===== src/rtl/raster_pkg.sv =====
package raster_pkg;

    localparam int unsigned HW = 12;
    localparam int unsigned VW = 11;

    localparam int unsigned POL_HB = 0;
    localparam int unsigned POL_HS = 1;
    localparam int unsigned POL_VB = 2;
    localparam int unsigned POL_VS = 3;

    typedef logic [HW-1:0] hpos_t;
    typedef logic [VW-1:0] vpos_t;

    typedef struct packed {
        hpos_t      htotal;
        hpos_t      hbend;
        hpos_t      hs_on;
        hpos_t      hs_off;
        hpos_t      vs_hon;
        hpos_t      vs_hoff;
        vpos_t      vtotal;
        vpos_t      vbend;
        vpos_t      vs_von;
        vpos_t      vs_voff;
        logic [3:0] pol;
    } timing_t;

    typedef struct packed {
        logic hblank;
        logic hsync;
        logic vblank;
        logic vsync;
        logic de;
    } flags_t;

    // Decode of one raster position under one timing set.
    function automatic flags_t decode_flags(hpos_t h, vpos_t v, timing_t t);
        flags_t          f;
        logic            hb;
        logic            vb;
        logic            hs;
        logic            vs;
        logic [HW+VW-1:0] pos;
        logic [HW+VW-1:0] von;
        logic [HW+VW-1:0] voff;
        hb   = (h < t.hbend);
        vb   = (v < t.vbend);
        hs   = (h >= t.hs_on) && (h < t.hs_off);
        pos  = {v, h};
        von  = {t.vs_von, t.vs_hon};
        voff = {t.vs_voff, t.vs_hoff};
        vs   = (pos >= von) && (pos < voff);
        f.hblank = hb ^ t.pol[POL_HB];
        f.hsync  = hs ^ t.pol[POL_HS];
        f.vblank = vb ^ t.pol[POL_VB];
        f.vsync  = vs ^ t.pol[POL_VS];
        f.de     = !hb && !vb;
        return f;
    endfunction

endpackage


===== src/rtl/raster_step.sv =====
module raster_step
    import raster_pkg::*;
#(
    parameter int unsigned PPC = 2
) (
    input  hpos_t h_q,
    input  vpos_t v_q,
    input  hpos_t htotal,
    input  vpos_t vtotal,
    input  logic  adv,
    output hpos_t h_d,
    output vpos_t v_d,
    output logic  frame_wrap
);

    localparam int unsigned LSB = $clog2(PPC);

    logic [HW:0] h_inc;
    logic [HW:0] h_aligned;
    logic [VW:0] v_inc;

    assign h_inc = {1'b0, h_q} + (HW+1)'(PPC);
    assign v_inc = {1'b0, v_q} + (VW+1)'(1);

    // With several pixels per clock the low position bits stay zero.
    generate
        if (LSB == 0) begin : g_unit
            assign h_aligned = h_inc;
        end else begin : g_wide
            assign h_aligned = {h_inc[HW:LSB], {LSB{1'b0}}};
        end
    endgenerate

    always_comb begin
        h_d        = h_q;
        v_d        = v_q;
        frame_wrap = 1'b0;
        if (adv) begin
            if (h_aligned >= {1'b0, htotal}) begin
                h_d = '0;
                if (v_inc >= {1'b0, vtotal}) begin
                    v_d        = '0;
                    frame_wrap = 1'b1;
                end else begin
                    v_d = v_inc[VW-1:0];
                end
            end else begin
                h_d = h_aligned[HW-1:0];
            end
        end
    end

endmodule


===== src/rtl/raster_decode.sv =====
module raster_decode
    import raster_pkg::*;
(
    input  hpos_t   h,
    input  vpos_t   v,
    input  timing_t t,
    output flags_t  f
);

    always_comb begin
        f = decode_flags(h, v, t);
    end

endmodule


===== src/rtl/raster_timing_gen.sv =====
module raster_timing_gen
    import raster_pkg::*;
#(
    parameter int unsigned PPC          = 2,
    parameter int unsigned DEF_HTOTAL   = 40,
    parameter int unsigned DEF_HBEND    = 16,
    parameter int unsigned DEF_HS_ON    = 4,
    parameter int unsigned DEF_HS_OFF   = 8,
    parameter int unsigned DEF_VS_HON   = 4,
    parameter int unsigned DEF_VS_HOFF  = 4,
    parameter int unsigned DEF_VTOTAL   = 12,
    parameter int unsigned DEF_VBEND    = 6,
    parameter int unsigned DEF_VS_VON   = 2,
    parameter int unsigned DEF_VS_VOFF  = 4,
    parameter int unsigned DEF_POL      = 0
) (
    input  logic          clk,
    input  logic          rst_n,
    input  logic          adv_en,
    input  logic          cfg_load,
    input  logic [HW-1:0] cfg_htotal,
    input  logic [HW-1:0] cfg_hblank_end,
    input  logic [HW-1:0] cfg_hsync_on,
    input  logic [HW-1:0] cfg_hsync_off,
    input  logic [HW-1:0] cfg_vsync_hon,
    input  logic [HW-1:0] cfg_vsync_hoff,
    input  logic [VW-1:0] cfg_vtotal,
    input  logic [VW-1:0] cfg_vblank_end,
    input  logic [VW-1:0] cfg_vsync_on,
    input  logic [VW-1:0] cfg_vsync_off,
    input  logic [3:0]    cfg_polarity,
    output logic          hblank_o,
    output logic          hsync_o,
    output logic          vblank_o,
    output logic          vsync_o,
    output logic          de_o,
    output logic [HW-1:0] pix_x_o,
    output logic [VW-1:0] line_y_o
);

    typedef struct packed {
        hpos_t   h;
        vpos_t   v;
        timing_t act;
        timing_t pend;
        flags_t  flg;
    } state_t;

    localparam timing_t DEF_CFG = '{
        htotal:  HW'(DEF_HTOTAL),
        hbend:   HW'(DEF_HBEND),
        hs_on:   HW'(DEF_HS_ON),
        hs_off:  HW'(DEF_HS_OFF),
        vs_hon:  HW'(DEF_VS_HON),
        vs_hoff: HW'(DEF_VS_HOFF),
        vtotal:  VW'(DEF_VTOTAL),
        vbend:   VW'(DEF_VBEND),
        vs_von:  VW'(DEF_VS_VON),
        vs_voff: VW'(DEF_VS_VOFF),
        pol:     4'(DEF_POL)
    };

    localparam flags_t RST_FLG = decode_flags('0, '0, DEF_CFG);

    localparam state_t RST_STATE = '{
        h:    '0,
        v:    '0,
        act:  DEF_CFG,
        pend: DEF_CFG,
        flg:  RST_FLG
    };

    state_t  state_q;
    state_t  state_d;
    hpos_t   h_nx;
    vpos_t   v_nx;
    logic    wrap_nx;
    timing_t act_nx;
    flags_t  flg_nx;
    timing_t cfg_in;
    hpos_t   cur_htotal;
    logic [3:0] cur_pol;

    raster_step #(
        .PPC(PPC)
    ) u_step (
        .h_q        (state_q.h),
        .v_q        (state_q.v),
        .htotal     (state_q.act.htotal),
        .vtotal     (state_q.act.vtotal),
        .adv        (adv_en),
        .h_d        (h_nx),
        .v_d        (v_nx),
        .frame_wrap (wrap_nx)
    );

    // The pending set is adopted only when the raster returns to (0,0).
    always_comb begin
        act_nx = wrap_nx ? state_q.pend : state_q.act;
    end

    raster_decode u_dec (
        .h (h_nx),
        .v (v_nx),
        .t (act_nx),
        .f (flg_nx)
    );

    always_comb begin
        cfg_in = '{
            htotal:  cfg_htotal,
            hbend:   cfg_hblank_end,
            hs_on:   cfg_hsync_on,
            hs_off:  cfg_hsync_off,
            vs_hon:  cfg_vsync_hon,
            vs_hoff: cfg_vsync_hoff,
            vtotal:  cfg_vtotal,
            vbend:   cfg_vblank_end,
            vs_von:  cfg_vsync_on,
            vs_voff: cfg_vsync_off,
            pol:     cfg_polarity
        };
    end

    always_comb begin
        state_d     = state_q;
        state_d.h   = h_nx;
        state_d.v   = v_nx;
        state_d.act = act_nx;
        state_d.flg = flg_nx;
        if (cfg_load) begin
            state_d.pend = cfg_in;
        end
    end

    always_ff @(posedge clk) begin
        if (!rst_n) begin
            state_q <= RST_STATE;
        end else begin
            state_q <= state_d;
        end
    end

    assign hblank_o   = state_q.flg.hblank;
    assign hsync_o    = state_q.flg.hsync;
    assign vblank_o   = state_q.flg.vblank;
    assign vsync_o    = state_q.flg.vsync;
    assign de_o       = state_q.flg.de;
    assign pix_x_o    = state_q.h;
    assign line_y_o   = state_q.v;
    assign cur_htotal = state_q.act.htotal;
    assign cur_pol    = state_q.act.pol;

endmodule


===== config.mk =====
export PLATFORM = sky130hd
export DESIGN_NAME = raster_timing_gen
export DESIGN_NICKNAME = d
export VERILOG_FILES = /design/src/rtl/raster_pkg.sv /design/src/rtl/raster_step.sv /design/src/rtl/raster_decode.sv /design/src/rtl/raster_timing_gen.sv
export SDC_FILE = /design/constraint.sdc
export NUM_CORES = 1
export LEC_CHECK = 0
export ABC_CLOCK_PERIOD_IN_PS = 5600
export BUFFER_PORTS_ARGS = -buffer_cell sky130_fd_sc_hd__buf_4
export CELL_PAD_IN_SITES_DETAIL_PLACEMENT = 1
export CELL_PAD_IN_SITES_GLOBAL_PLACEMENT = 2
export CORE_UTILIZATION = 35
export CTS_CLUSTER_DIAMETER = 100
export DETAILED_ROUTE_END_ITERATION = 16
export PLACE_DENSITY_LB_ADDON = 0.1
export SYNTH_ARGS = -nofsm -noshare
export SYNTH_HDL_FRONTEND = slang
export SYNTH_HIERARCHICAL = 1
export SYNTH_SLANG_ARGS = --single-unit

===== constraint.sdc =====
create_clock -name clk -period 5.6 [get_ports clk]
set_input_delay 0.56 -clock clk [delete_from_list [all_inputs] [get_ports clk]]
set_output_delay 0.56 -clock clk [all_outputs]
set_load 0.03 [all_outputs]

==> results of run 1 <==
==> cells by family after synthesis <==
family	count (synthesis)
adder cells (fa/ha/maj)	113
multiplexers	243
AND/OR/NAND/NOR	398
flip-flops	268
XOR/XNOR	19
AO/OA/AOI/OAI	122
buffers and inverters	209
==> power by group through the flow <==
stage	clock network [mW]	logic [mW]	registers, mW
6_report	2.24	0.251	2.00
2_1_floorplan	0	0.148	2.02
4_1_cts	2.32	0.259	2.00
5_1_grt	2.41	0.281	2.00
3_3_place_gp	0	0.253	2.04
3_5_place_dp	0	0.259	2.04
==> final cells by class <==
cell class | count | area (µm²) | area share (%)
sequential | 268 | 5370 | 32.3
multi-input combinational | 895 | 7510 | 45.2
clock buffer | 51 | 1030 | 6.18
timing repair buffer | 184 | 1460 | 8.82
clock inverter | 11 | 121 | 0.731
tap | 518 | 648 | 3.90
inverter | 125 | 472 | 2.84
==> placed cells by master, fill, tap and decap left out, drive strengths merged, types with 7 or more instances in the layout <==
cell type  instances
buf              183
nand4             18
inv              128
nor2b              9
a211oi             7
mux2             121
and2             136
a21oi             31
nand3             25
and3              11
nand2b            13
dfxtp            268
ha               113
nand2             38
clkbuf            52
mux2i            122
a21o              21
o21ai             27
xnor2             14
nor2             119
or2               13
==> synth_stat cells, drive strengths merged (5+ instances only) <==
library cell | instances | area [µm²]
a211oi | 7 | 52.6
a21o | 21 | 158
a21oi | 31 | 159
a22o | 5 | 43.8
and2 | 136 | 851
and3 | 11 | 68.8
buf | 56 | 433
clkbuf | 28 | 105
dfxtp | 268 | 5370
ha | 113 | 1410
inv | 125 | 469
mux2 | 121 | 1740
mux2i | 122 | 1220
nand2 | 38 | 143
nand2b | 13 | 81.3
nand3 | 25 | 130
nand4 | 18 | 128
nor2 | 119 | 454
nor2b | 9 | 56.3
o21ai | 27 | 150
o21bai | 5 | 37.5
or2 | 13 | 81.3
xnor2 | 14 | 123
xor2 | 5 | 43.8
==> state kept, by name, summed over array words and instances, names as in the netlist <==
register	flops
line_y_o	11
vblank_o	1
pix_x_o	12
hsync_o	1
cur_htotal	12
vsync_o	1
state_q	224
hblank_o	1
de_o	1
cur_pol	4
==> worst min-delay path, cell delays in order <==
cell,delay (ns)
buf_4,0.07
mux2i_1,0.05
nand2_1,0.06
==> per-layer routing <==
layer / share of wire, % / up-vias / track usage, % / routed length, µm
met4: 1.6 / 0 / 5.21 / 600
met3: 3.1 / 37 / 2.84 / 1110
li1: - / 4869 / - / -
met5: 0 / - / 0 / 0
met1: 50 / 4634 / 24.8 / 18100
met2: 46 / 134 / 30.0 / 16600
==> worst min path at each step <==
stage,startpoint,to,slack (ns),depth (start not counted)
global route,cfg_hsync_off[6],state_q[83],0.24,3
CTS,cfg_vtotal[2],state_q[44],0.21,3
finish,cfg_vtotal[2],state_q[44],0.25,3
global placement,state_q[44],state_q[44],0.46,2
detailed placement,state_q[21],state_q[21],0.46,2
floorplan,state_q[105],state_q[105],0.44,2
==> what timing repair did <==
| action | 4_1_cts | 5_1_grt |
|---|---|---|
| hold endpoints to repair | 0 | 0 |
| endpoints found under the setup margin | 0 | 4 |
| setup buffers | 0 | 1 |
| resized for setup | 0 | 5 |
==> flow_summary.yaml, run 1 <==
placement:
  port-buffer-count: 151
  postPlaceCellArea_um2: 15400
  globalplace.congestion: 0.809
  dpl.hpwl_um: 26300
  pre_cts_ws_ns: 0.242
  dp.cells: 1988
worst_setup_path:
  rr_startpoint: "pix_x_o[2]"
  critical_path_buf_inv_count: 2
  path_class: "flip-flop to flip-flop"
  reg2reg_to: "vsync_o"
  worstSetupStartpointType: "flip-flop"
  crit_family: "simple AND/OR/NAND/NOR gates"
  ff2ff_setup_slack_ns: 0.33
  crit_path_cell_trace: "ha_2 -> and4_1 -> and2_1 -> nand3_1 -> xnor2_1 -> ha_1 -> nand3_1 -> or4_4 -> nand4_4 -> o21ai_4 -> nor2b_4 -> buf_6 -> mux2_4 -> inv_1 -> ha_1 -> a21oi_1 -> nor2b_1 -> o21ai_0 -> or4b_4 -> o211ai_2 -> xnor2_1 -> and2_1"
  cp_slowest_cell: "or4_4"
  endpoint: "vsync_o"
  critPathCaptureType: "flip-flop"
  crit_fanout: 18
  arrival_ns: 5.69
  crit_cells: 22
  cpPeakStageDelay_ns: 0.56
  critPathRequiredTime_ns: 6.02
  reg2reg_depth: 22
  critPathLaunch: "pix_x_o[2]"
sta:
  final_hold_viol_count: 0
  worstMarginPinSlew_ns: 1.02
  hold_ws_ns: 0.248
  setup_viol: 0
  worst_slack_ns: 0.331
  maxSlewViolCount: 0
  skew_ns: 0.0212
  max_freq_ghz: 0.190
  rsz0062_at_grt: "no"
  tns_ns: 0
  finalCriticalPeriod_ns: 5.27
  min_period_over_period_pct: 94.1
  max-slew-margin-rel_pct: 31.4
grt:
  overflow: 0
  grt_pass1_vias: 10200
  antenna_found_initial: 0
  grt_usage_pct: 18.3
  grt_start_max_net_pins: 89
  grt_pass1_wl_um: 58100
synthesis:
  synth_compound_area_share_pct: 5.97
  yosys.area_share.simple_pct: 15.3
  postSynth.asyncResetShare_pct: 0
  post_synth_inst_count: 1372
  syn_nets: 1609
  yosysWarnings: 6
  ys_types: 64
  yosys.area_share.adder_pct: 10.2
  synth_xor_area_share_pct: 1.20
  synth_top_family_by_area: "multiplexers"
  synth-edff-count: 0
  netlist_area_um2: 13900
  synth_seq_area_share_pct: 38.7
  synth_area_per_cell_um2: 10.1
  ys_ff_latch: 268
  ys.flop_type: "dfxtp_1"
  synth.area.mux_share_pct: 21.4
pwr:
  p_total_mw: 4.49
  power_density_nw_per_um2: 270
  combPwrFrac_pct: 5.6
  p_clk_share_pct: 49.9
  peakVddDrop_uv: 164
  p_sw_mw: 1.03
  internal_power_mw: 3.46
  swShare_pct: 23.0
  p_seq_share_pct: 44.5
  leakage_nw: 7.62
clock_tree:
  cts.htree.levels: 2
  cts_tree: "built"
  clkLatencyLatePin_ns: 0.54
  path_clk_slew_ns: 0.06
  cts_buffers: 35
  cts.sinks: 268
  cts_buffer_depth: 3
  cts.hold.buffers_added: 0
  root_buffer: "clkbuf_16"
floorplan:
  rows: 72
  io_pins: 152
  initial_core_util_pct: 35.7
  die_h_um: 201
  core_um2: 38800
  die-area_um2: 40400
  dieWidth_um: 201
cells_and_area:
  num_antenna_cells: 0
  area_growth_syn_to_layout_pct: 19.8
  nets: 1746
  fill_cells: 4368
  fin_area_um2: 16600
  fin_cells: 2052
  final_core_util_pct: 42.8
  drive_gt1_share_pct: 25.4
run:
  drv_cap: 0
routing:
  wirelength_um: 36400
  num_vias: 9674
  via_per_inst: 4.71
  wl_per_cell_um: 17.7
  route.detailed.drc: 0
  ant_nets: 0
  first_pass_iters: 4
  drt_iter0_markers: 336
run_status:
  status: "finished, final reports clean"
hold_path:
  hold_path.class: "input port to flip-flop"
No activity file was read; power rests on OpenSTA's default activity.
==> run 2: changes to the inputs <==
--- a/config.mk
+++ b/config.mk
@@ -12,8 +12,7 @@
 export CORE_UTILIZATION = 35
 export CTS_CLUSTER_DIAMETER = 100
 export DETAILED_ROUTE_END_ITERATION = 16
-export PLACE_DENSITY_LB_ADDON = 0.1
+export PLACE_DENSITY = 0.78
 export SYNTH_ARGS = -nofsm -noshare
 export SYNTH_HDL_FRONTEND = slang
-export SYNTH_HIERARCHICAL = 1
 export SYNTH_SLANG_ARGS = --single-unit
==> flow_summary.yaml, run 2 <==
worst_setup_path:
  reg2reg_to: "de_o"
  critPathRequiredTime_ns: 6.07
  path_class: "flip-flop to flip-flop"
  worstSetupStartpointType: "flip-flop"
  arrival_ns: 5.75
  crit_path_cell_trace: "and3_1 -> and3_1 -> nand3_4 -> nor2_2 -> xor2_1 -> ha_1 -> nand3_1 -> or4b_1 -> o2111ai_4 -> nand3_4 -> buf_4 -> buf_4 -> mux2i_1 -> ha_1 -> a21o_1 -> a21o_1 -> a211oi_1 -> o21bai_1 -> a21o_1 -> a221o_1 -> a31o_2 -> and3_1"
  critical_path_buf_inv_count: 2
  reg2reg_depth: 22
  crit_family: "simple AND/OR/NAND/NOR gates"
  rr_startpoint: "pix_x_o[4]"
  cpPeakStageDelay_ns: 0.61
  crit_fanout: 13
  cp_slowest_cell: "or4b_1"
  ff2ff_setup_slack_ns: 0.32
  critPathCaptureType: "flip-flop"
sta:
  maxSlewViolCount: 0
  hold_ws_ns: 0.205
  min_period_over_period_pct: 94.3
  tns_ns: 0
  max-slew-margin-rel_pct: 14.4
  worstMarginPinSlew_ns: 1.27
  skew_ns: 0.0177
  setup_viol: 0
  final_hold_viol_count: 0
  max_freq_ghz: 0.189
  worst_slack_ns: 0.320
  finalCriticalPeriod_ns: 5.28
cells_and_area:
  nets: 1689
  layout_commonest_cell: "dfxtp_1"
  largest_reg_flops: 224
  num_antenna_cells: 0
  area_growth_syn_to_layout_pct: 22.8
  layout_common_cells: "dfxtp_1, mux2i_1, nor2b_1"
  top_register: "state_q"
  fin_area_um2: 16000
  drive_gt1_share_pct: 18.9
grt:
  grt_pass1_vias: 9975
  grt_start_max_net_pins: 140
  antenna_found_initial: 0
  overflow: 0
  grt_usage_pct: 18.2
  grt_pass1_wl_um: 55200
synthesis:
  synth-edff-count: 0
  synth.area.top_cells: "dfxtp_1, mux2i_1, ha_1"
  yosysMostFrequentCell: "dfxtp_1"
  synth_commonest_cells: "dfxtp_1, mux2i_1, nor2b_1, ha_1, nand2_1"
  synth_top_area_share_pct: 41.1
  synth_area_per_cell_um2: 9.95
  ys_types: 59
  yosysWarnings: 0
  ys_ff_latch: 268
  post_synth_inst_count: 1313
  netlist_area_um2: 13100
  syn_nets: 1550
  postSynth.asyncResetShare_pct: 0
  ys.flop_type: "dfxtp_1"
  synth_seq_area_share_pct: 41.1
  yosysTopAreaCell: "dfxtp_1"
hold_path:
  hold_path.class: "input port to flip-flop"
  min_from: "cfg_htotal[5]"
  hold_depth: 3
  holdPathEnd: "state_q[118]"
floorplan:
  core_um2: 36700
  io_pins: 152
  rows: 70
  initial_core_util_pct: 35.6
  die-area_um2: 38100
  dieWidth_um: 195
  die_h_um: 195
routing:
  via_per_inst: 4.95
  drt_iter0_markers: 309
  wl_per_cell_um: 18.0
  first_pass_iters: 4
  ant_nets: 0
  wirelength_um: 35100
  route.detailed.drc: 0
  num_vias: 9629
clock_tree:
  cts.htree.levels: 1
  cts.sinks: 268
  clkLatencyLatePin_ns: 0.58
  cts_buffer_depth: 3
  cts_buffers: 31
  cts_tree: "built"
  root_buffer: "clkbuf_16"
  path_clk_slew_ns: 0.06
  cts.hold.buffers_added: 0
run:
  drv_cap: 0
placement:
  port-buffer-count: 151
  globalplace.congestion: 0.791
  pre_cts_ws_ns: -0.0832
  postPlaceCellArea_um2: 14700
  dpl.hpwl_um: 25900
pwr:
  peakVddDrop_uv: 240
  power_density_nw_per_um2: 285
  leakage_nw: 7.50
run_status:
  status: "finished, final reports clean"
[run 2: changes by cell type after synthesis, moves of 14 or more]
cell / before / now
a21boi_0: 1 / 18
and2_1: 136 / 28
inv_1: 125 / 28
mux2_2: 20 / 1
mux2_4: 101 / 0
mux2i_1: 122 / 214
nand2_1: 38 / 108
nor2_1: 118 / 19
nor2b_1: 9 / 195
o21ai_0: 21 / 35
[run 2: how the worst max path moves through the flow]
stage                     start       to  slack [ns]  cells after the start
CTS                  pix_x_o[1]  vsync_o        0.01                     20
global placement    line_y_o[1]  vsync_o       -0.01                     20
finish               pix_x_o[4]     de_o        0.32                     22
global route         pix_x_o[1]     de_o       -0.04                     23
floorplan            pix_x_o[2]     de_o        0.61                     24
detailed placement   pix_x_o[1]  vsync_o       -0.08                     20
[run 2: worst min-delay path: cells and delay by family]
family | cells | cell delay, ns
AND/OR/NAND/NOR | 1 | 0.06
multiplexers | 1 | 0.05
buffers and inverters | 1 | 0.08
[run 2: repair_timing]
action	in CTS	in global routing
setup endpoints to repair	1	5
resized for setup	1	36
buffers inserted	0	5
pin swaps	0	2
[run 2: stage by stage]
| stage | std cells | total power, mW | util, % |
|---|---|---|---|
| finish | 1945 | 4.58 | 43.7 |
| global route | 1945 | 4.74 | 43.7 |
| CTS | 1940 | 4.64 | 43.1 |
| detailed placement | 1882 | 2.32 | 39.9 |
| global placement | 1882 | 2.32 | 39.9 |
| floorplan | 1313 | 2.19 | - |
[run 2: per-layer routing]
layer	part of all wire, %	track usage (%)	vias up
li1	-	-	4826
met2	46	30.3	124
met5	0	0	-
met4	2.1	4.26	0
met1	49	25.2	4633
met3	2.7	1.99	46
[run 2: cell families (layout without fill, tap and decap cells)]
| logic type | after synthesis | in the layout | share of synthesized area [%] |
|---|---|---|---|
| simple gates | 414 | 414 | 17.4 |
| flops | 268 | 268 | 41.1 |
| xor+xnor | 18 | 18 | 1.21 |
| buf+inv | 117 | 281 | 4.28 |
| mux | 215 | 215 | 16.5 |
| fa+ha+maj | 113 | 113 | 10.8 |
| compound gates | 168 | 168 | 8.71 |
[run 2: layout make-up]
class                   instances  area (µm²)
clock buffers                  42         867
clock inverters                16         308
fillers                      4104       20700
inverters                      28         105
multi-input cells             928        7310
flip-flops and latches        268        5370
well taps                     468         586
repair buffers                195        1500
[run 2: power breakdown]
group	internal [mW]	total, mW	switching (mW)
Sequential	1.96	2.00	0.0374
Combinational	0.154	0.280	0.126
Clock	1.46	2.30	0.842
Total	3.57	4.58	1.00
==> run 3: changes to the inputs <==
--- a/config.mk
+++ b/config.mk
@@ -6,13 +6,14 @@
 export NUM_CORES = 1
 export LEC_CHECK = 0
 export ABC_CLOCK_PERIOD_IN_PS = 5600
-export BUFFER_PORTS_ARGS = -buffer_cell sky130_fd_sc_hd__buf_4
+export BUFFER_PORTS_ARGS = -buffer_cell sky130_fd_sc_hd__buf_2
 export CELL_PAD_IN_SITES_DETAIL_PLACEMENT = 1
 export CELL_PAD_IN_SITES_GLOBAL_PLACEMENT = 2
-export CORE_UTILIZATION = 35
+export CORE_UTILIZATION = 37
 export CTS_CLUSTER_DIAMETER = 100
 export DETAILED_ROUTE_END_ITERATION = 16
-export PLACE_DENSITY = 0.78
+export MAX_ROUTING_LAYER = met4
+export PLACE_DENSITY = 0.82
 export SYNTH_ARGS = -nofsm -noshare
 export SYNTH_HDL_FRONTEND = slang
 export SYNTH_SLANG_ARGS = --single-unit
==> flow_summary.yaml, run 3 (synthesis gave the netlist of run 2 again) <==
sta:
  final_hold_viol_count: 0
  setup_viol: 0
  max-slew-margin-rel_pct: 35.8
  worst_slack_ns: 0.258
  min_period_over_period_pct: 95.4
  max_freq_ghz: 0.187
  hold_ws_ns: 0.219
  worstMarginPinSlew_ns: 0.963
  finalCriticalPeriod_ns: 5.34
  maxSlewViolCount: 0
  skew_ns: 0.0160
  tns_ns: 0
  rsz0062_at_grt: "no"
placement:
  port-buffer-count: 151
  postPlaceCellArea_um2: 14300
  globalplace.congestion: 0.850
  dp.cells: 1867
  dpl.hpwl_um: 25400
  pre_cts_ws_ns: 0.00154
cells_and_area:
  nets: 1683
  fin_area_um2: 15400
  area_growth_syn_to_layout_pct: 18.3
  num_antenna_cells: 0
  layout_common_cells: "dfxtp_1, mux2i_1, nor2b_1"
  fin_cells: 1924
  final_core_util_pct: 44.6
  fill_cells: 3909
  drive_gt1_share_pct: 18.3
  top_register: "state_q"
  layout_commonest_cell: "dfxtp_1"
  largest_reg_flops: 224
grt:
  grt_pass1_vias: 10100
  grt_usage_pct: 19.8
  grt_start_max_net_pins: 153
  antenna_found_initial: 0
  overflow: 0
  grt_pass1_wl_um: 55400
routing:
  wirelength_um: 34400
  route.detailed.drc: 0
  via_per_inst: 4.98
  wl_per_cell_um: 17.9
  drt_iter0_markers: 395
  num_vias: 9578
  first_pass_iters: 4
  ant_nets: 0
floorplan:
  io_pins: 152
  die_h_um: 190
  core_um2: 34600
  dieWidth_um: 190
  die-area_um2: 36100
  initial_core_util_pct: 37.7
  rows: 68
pwr:
  peakVddDrop_uv: 210
  power_density_nw_per_um2: 281
  p_total_mw: 4.33
  leakage_nw: 7.31
clock_tree:
  cts_buffers: 31
  cts.hold.buffers_added: 0
  path_clk_slew_ns: 0.06
  cts.htree.levels: 1
  root_buffer: "clkbuf_16"
  cts_tree: "built"
  cts_buffer_depth: 3
  clkLatencyLatePin_ns: 0.56
  cts.sinks: 268
worst_setup_path:
  crit_fanout: 26
  crit_path_cell_trace: "ha_1 -> nand3_2 -> nor2_4 -> nand3_2 -> nor2_1 -> xnor2_1 -> ha_1 -> nand3_1 -> or4b_4 -> o2111ai_4 -> nand3_4 -> buf_12 -> buf_4 -> mux2i_1 -> ha_1 -> a21o_1 -> a211oi_1 -> nor2_1 -> nor4b_1 -> o211ai_1 -> or4_1 -> and3_1"
  critPathCaptureType: "flip-flop"
  endpoint: "vsync_o"
  reg2reg_to: "vsync_o"
  critPathRequiredTime_ns: 6.06
  path_class: "flip-flop to flip-flop"
  cpPeakStageDelay_ns: 0.59
  cpMostUsedCell: "ha_1"
  rr_startpoint: "pix_x_o[1]"
  arrival_ns: 5.80
  ff2ff_setup_slack_ns: 0.26
  reg2reg_depth: 22
  critPathLaunch: "pix_x_o[1]"
  cp_slowest_cell: "or4b_4"
  worstSetupStartpointType: "flip-flop"
run:
  drv_cap: 0
hold_path:
  hold_path.class: "input port to flip-flop"
run_status:
  status: "finished, final reports clean"
==> run 3: cell count changes in the layout (fill, tap and decap cells not counted), moves of 3 or more <==
cell	previous run	this run
o21ai_1	1	4
buf_4	191	36
clkbuf_8	5	9
bufinv_16	8	3
clkbuf_1	6	3
buf_2	0	149
==> run 3: worst min path at each step <==
stage / startpoint / endpoint / depth (start not counted)
6_report: cfg_hsync_off[3] / state_q[80] / 3
5_1_grt: cfg_vsync_hon[2] / state_q[67] / 3
4_1_cts: cfg_hsync_off[3] / state_q[80] / 3
3_5_place_dp: state_q[163] / state_q[163] / 2
3_3_place_gp: cur_htotal[11] / cur_htotal[11] / 2
2_1_floorplan: state_q[124] / cur_htotal[11] / 2
==> run 3: where the power goes <==
part,leakage [nW],internal [mW],switching [mW]
Clock,0.517,1.27,0.818
Sequential,2.19,1.96,0.0370
Combinational,4.61,0.130,0.123
==> run 3: cell type report <==
cell class	instances	area, µm²	area share [%]
Clock inverter	13	154	0.996
Clock buffer	43	911	5.90
Inverter	28	105	0.680
Multi-Input combinational cell	928	7260	47.0
Sequential cell	268	5370	34.8
Timing Repair Buffer	189	1080	6.98
Tap cell	455	569	3.69
==> run 3: what timing repair did <==
| action | CTS | global route |
|---|---|---|
| setup endpoints to repair | 1 | 5 |
| buffers inserted | 0 | 1 |
| pin swaps | 0 | 1 |
| gates resized for setup | 3 | 26 |
==> run 3: layer usage <==
| metal | vias up | track usage, % | wire length (µm) |
|---|---|---|---|
| li1 | 4815 | - | - |
| met1 | 4590 | 26.8 | 17100 |
| met2 | 148 | 32.0 | 15700 |
| met3 | 25 | 2.43 | 1180 |
| met4 | 0 | 3.19 | 371 |
| met5 | - | - | 0 |
==> run 3: worst max-delay path, delay by kind of cell (launching register included) <==
kind                     cells  cell delay [ns]
multiplexers                 1             0.22
buffers and inverters        2             0.43
AND/OR/NAND/NOR             11             2.48
flip-flops                   1             0.34
XOR/XNOR                     1             0.13
AO/OA/AOI/OAI                4             0.79
adder cells (fa/ha/maj)      3             0.84
